--- src/rtl/scan_sequencer.sv ---
module scan_sequencer #(
  parameter int CLK_HZ = 100_000_000,
  parameter int DEPTH  = 16,
  parameter int CH_W   = 4,
  parameter int N_W    = 4
) (
  input  logic            clk,
  input  logic            rst_n,
  input  logic            reg_we,
  input  logic            reg_addr,
  input  logic [7:0]      reg_wdata,
  output logic [7:0]      reg_rdata,
  input  logic            list_we,
  input  logic            list_valid,
  input  logic [CH_W-1:0] list_chan,
  input  logic            trig_in,
  input  logic            dbus_trig,
  output logic            close_pulse,
  output logic [CH_W-1:0] close_chan,
  output logic            scan_irq
);
  localparam int TICK_DIV = (CLK_HZ >= 1_000_000) ? CLK_HZ / 1_000_000 : 1;
  localparam int PW = $clog2(TICK_DIV + 1);
  localparam int IW = $clog2(DEPTH);
  localparam int LW = $clog2(DEPTH + 1);
  localparam int CW = 1 << N_W;

  logic            clr_on, dbus_en, imm_en, cont_en;
  logic [N_W-1:0]  dly_n;
  logic [CH_W:0]   mem [DEPTH];
  logic [LW-1:0]   len, ptr;
  logic            busy;
  logic [PW-1:0]   presc;
  logic [CW-1:0]   cnt;

  logic unused_wbits;
  assign unused_wbits = ^reg_wdata[7:5];

  wire ctrl_wr   = reg_we && !reg_addr;
  wire dly_wr    = reg_we && reg_addr;
  wire ptr_rst   = ctrl_wr && reg_wdata[4];
  wire tick      = busy && (presc == PW'(TICK_DIV - 1));
  wire fire      = tick && (cnt == CW'(1));
  wire has_entry = ptr < len;
  wire is_last   = (ptr + 1'b1) == len;
  wire [CH_W:0] cur = mem[ptr[IW-1:0]];
  wire trig_ok   = (trig_in || (dbus_en && dbus_trig)) && !busy && !clr_on && has_entry;
  wire chain     = fire && imm_en && !is_last;
  wire do_append = list_we && !clr_on && (len < LW'(DEPTH));

  assign reg_rdata = reg_addr ? {4'hF, 4'(dly_n)} : {4'hF, cont_en, imm_en, dbus_en, clr_on};

  always_ff @(posedge clk)
    if (do_append) mem[len[IW-1:0]] <= {list_valid, list_chan};

  always_ff @(posedge clk) begin
    if (!rst_n) begin
      {clr_on, dbus_en, imm_en, cont_en} <= '0;
      dly_n       <= '0;
      len         <= '0;
      ptr         <= '0;
      busy        <= 1'b0;
      presc       <= '0;
      cnt         <= '0;
      close_pulse <= 1'b0;
      close_chan  <= '0;
      scan_irq    <= 1'b0;
    end else begin
      close_pulse <= 1'b0;
      scan_irq    <= 1'b0;
      if (ctrl_wr) {cont_en, imm_en, dbus_en, clr_on} <= reg_wdata[3:0];
      if (dly_wr)  dly_n <= reg_wdata[N_W-1:0];

      if (clr_on) begin
        len  <= '0;
        ptr  <= '0;
        busy <= 1'b0;
      end else begin
        if (do_append) len <= len + 1'b1;
        if (ptr_rst) begin
          ptr  <= '0;
          busy <= 1'b0;
        end else begin
          if (busy) begin
            presc <= tick ? '0 : presc + 1'b1;
            if (tick) cnt <= cnt - 1'b1;
          end
          if (fire) begin
            close_pulse <= 1'b1;
            close_chan  <= cur[CH_W-1:0];
            busy        <= chain;
            if (is_last && cont_en) ptr <= '0;
            else                    ptr <= ptr + 1'b1;
            if (is_last && !cont_en) scan_irq <= cur[CH_W];
          end
          if (trig_ok || chain) begin
            busy  <= 1'b1;
            presc <= '0;
            cnt   <= CW'(1) << dly_n;
          end
        end
      end
    end
  end

  a_r4_clear_flushes: assert property (@(posedge clk) disable iff (!rst_n)
    clr_on |=> (len == '0));

  a_r4_no_close_while_clear: assert property (@(posedge clk) disable iff (!rst_n)
    (clr_on && $past(clr_on)) |-> !close_pulse);

  a_r8_irq_with_close: assert property (@(posedge clk) disable iff (!rst_n)
    scan_irq |-> close_pulse);

  a_r3_ptr_within_len: assert property (@(posedge clk) disable iff (!rst_n)
    (ptr <= len) && (len <= LW'(DEPTH)));

  a_r6_delay_holds_ptr: assert property (@(posedge clk) disable iff (!rst_n)
    (busy && !fire && !clr_on && !ptr_rst) |=> (busy && $stable(ptr)));

  a_r5_close_after_delay: assert property (@(posedge clk) disable iff (!rst_n)
    close_pulse |-> $past(busy));
endmodule

--- config.mk ---
export PLATFORM = sky130hd
export DESIGN_NAME = scan_sequencer
export DESIGN_NICKNAME = d
export VERILOG_FILES = /design/src/rtl/scan_sequencer.sv
export SDC_FILE = /design/constraint.sdc
export NUM_CORES = 1
export LEC_CHECK = 0
export BUFFER_PORTS_ARGS = -buffer_cell sky130_fd_sc_hd__buf_2
export CORE_ASPECT_RATIO = 1.25
export CORE_MARGIN = 1
export CORE_UTILIZATION = 30
export DETAILED_ROUTE_END_ITERATION = 8
export GPL_ROUTABILITY_DRIVEN = 0
export GPL_TIMING_DRIVEN = 1
export PLACE_DENSITY_LB_ADDON = 0.2
export SETUP_SLACK_MARGIN = 0.3
export SLEW_MARGIN = 15
export SYNTH_ARGS = -nofsm -noshare
export SYNTH_HDL_FRONTEND = slang
export SYNTH_SLANG_ARGS = --single-unit
export TNS_END_PERCENT = 100
--- constraint.sdc ---
create_clock -name clk -period 2.3 [get_ports clk]
set_input_delay 0.345 -clock clk [delete_from_list [all_inputs] [get_ports clk]]
set_output_delay 0.345 -clock clk [all_outputs]
set_load 0.01 [all_outputs]
==> metrics.yaml <==
drt-wirelength-per-cell_um: 17.59
worstPathArrival_ns: 2.45
firstDrtPassIters: 5
antenna_found_initial: 0
syn_avg_cell_area_sq_um: 11.94
drcViolationCount: 0
htree_levels: 4
grt_max_degree: 21
worstMarginPinSlew_ns: 0.6156
initial_utilization_pct: 30.93
numPortBuffers: 26
worst_setup_path_start_kind: "flop"
ant_nets: 0
ys_ff_latch: 132
die_x_um: 129.4
fin_cells: 880
r2r_slack_ns: 0.18
core.rowCount: 57
synthFlopType: "edfxtp_1"
clock.fmax_mhz: 472.6
final_common_cell: "edfxtp_1"
hold-path-cell-count: 3
nets: 635
critical_path.top_delay_family: "simple AND/OR/NAND/NOR gates"
postSynthCellCount: 510
yosysWarnings: 0
postCtsHoldBufs: 0
placed_cells: 812
critPathSlowestCell: "dfxtp_4"
initialDrtViolationCount: 198
clkSlewWorstSetupHoldPaths_ns: 0.06
hold_ws_ns: 0.2016
synth_cell_type_count: 63
critPathCaptureType: "flop"
diodes: 0
cts_tree: "done"
slew_headroom_pct: 58.96
cts_made_buffers: 17
path_cells: "nor4b_4, nand4_4, nor4_4, buf_4, nand3_4, buf_6, a21oi_4, a22oi_2, o22ai_1"
mostFrequentLayoutCells: "edfxtp_1 (80), nor2_1 (51), nand2_1 (48)"
via_per_inst: 5.067
dp_hpwl_mm: 10.27
grt_pass1_wl_mm: 24.46
rsz0062_at_grt: "yes"
power.density_nw_per_um2: 774.5
fin_crit_ns: 2.116
timing.rr.start: "presc[3]"
cap_viol_max_count: 0
hp-start: "reg_wdata[1]"
yosysSeqAreaShare_pct: 56.56
slew_violations: 0
total_power_mw: 6.358
fillCellCount: 1866
critPathMaxFanout: 6
crit_required_ns: 2.63
cts-root-buf: "clkbuf_16"
die-area_sq_um: 20870
synthToLayoutAreaGrowth_pct: 34.83
grt-ovfl-total: 0
totalWireLength_mm: 15.48
core_area_sq_um: 19680
hold_class: "input port to flop"
crit_type: "flop to flop"
grt.total_usage_pct: 15.52
die_h_um: 161.3
clk_latency_ns: 0.41
cts_buffer_depth: 2
cpPeakStageDelay_ns: 0.36
period_share_pct: 91.99
p_leak_nw: 2.896
worst-path-buf-inv: 2
ios: 34
final.setup_skew_ns: 0.008004
ir_drop_mv: 0.4691
setup-violations-final: 0
vias: 4459
min_to: "dbus_en"
run_status: "completed"
rr_endpoint: "cnt[3]"
reg2regPathDepth: 9
async_flop_share_pct: 0
tns_ns: 0
syn_area_sq_um: 6088
synth_edf_count: 80
grt_pass1_vias: 4558
hold_viol_final: 0
clock_sinks: 132
drive_above_1_share_pct: 41.79
## logic make-up after synthesis
logic type	share of synthesized area [%]
flops	56.56
xor+xnor	1.151
fa+ha+maj	2.672
mux	11.28
simple gates	15.31
buf+inv	2.733
other cells	0.06159
compound gates	10.23
## final cells by class
| class | instances | area [sq um] | area share [%] |
|---|---|---|---|
| Sequential cell | 132 | 3476 | 42.34 |
| Multi-Input combinational cell | 349 | 3048 | 37.13 |
| Timing Repair Buffer | 90 | 734.5 | 8.947 |
| Clock buffer | 18 | 429.2 | 5.228 |
| Tap cell | 265 | 331.6 | 4.039 |
| Clock inverter | 14 | 142.6 | 1.738 |
| Inverter | 12 | 47.55 | 0.5792 |
## layer usage
layer	vias up	wire length (um)	global-route usage (%)
met2	81	8521	28.18
met1	2253	6274	17.37
li1	2107	-	-
met5	-	0	0
met3	18	440	3.478
met4	0	240	6.131
## report_power, final
part	switching, mW	total (mW)	internal (mW)
clock	1.11	2.63	1.52
sequential	0.0760	2.64	2.57
combinational	0.613	1.08	0.472
total	1.79	6.36	4.56
## registers in the layout (all words and copies together), names as in the netlist, named ones only
register     count
cont_en          1
dly_n            4
imm_en           1
close_pulse      1
scan_irq         1
mem             80
dbus_en          1
cnt             16
clr_on           1
ptr              5
presc            7
busy             1
close_chan       4
len              5
## worst max-delay path by stage
| stage | slack, ns | startpoint | end | depth (start not counted) |
|---|---|---|---|---|
| after floorplan | 0.30 | len[4] | cnt[11] | 8 |
| after global placement | 0.06 | ptr[1] | cnt[13] | 8 |
| after detailed placement | -0.004 | ptr[1] | cnt[1] | 8 |
| after CTS | 0.26 | len[2] | presc[1] | 11 |
| after global routing | 0.10 | presc[3] | cnt[3] | 9 |
| final | 0.18 | presc[3] | cnt[3] | 9 |
## per-stage QoR
step	worst slack, ns	instance area (sq um)	util, %
floorplan	0.3005	6193	-
global placement	0.05898	6760	34.34
detailed placement	-0.003960	6760	34.34
CTS	0.2621	7684	39.04
global route	0.1011	8209	41.70
finish	0.1842	8209	41.70
## worst min-delay path, stage by stage
cell,delay [ns]
buf_2,0.10
mux2i_1,0.07
nor2_1,0.07
## cell usage after synthesis (all sizes together), types with 6 or more instances
| master | instances | area [sq um] |
|---|---|---|
| a21oi | 42 | 217.7 |
| and3 | 6 | 37.54 |
| buf | 11 | 68.82 |
| clkbuf | 14 | 52.55 |
| dfxtp | 52 | 1041 |
| edfxtp | 80 | 2402 |
| ha | 13 | 162.7 |
| inv | 12 | 45.04 |
| mux2i | 9 | 90.09 |
| mux4 | 25 | 563.0 |
| nand2 | 54 | 205.2 |
| nand3 | 17 | 97.60 |
| nor2 | 57 | 214.0 |
| nor3 | 16 | 91.34 |
| o21ai | 15 | 75.07 |
| o22ai | 12 | 75.07 |
| xnor2 | 6 | 52.55 |
## what timing repair did
action                     in CTS  in global routing
pin swaps                      19                 46
resized for setup              48                 89
hold endpoints to repair        0                  0
gates cloned                    5                  2
setup endpoints to repair      37                 38
buffers inserted               13                 16
Note: power is estimated with default switching activity, not from simulation.
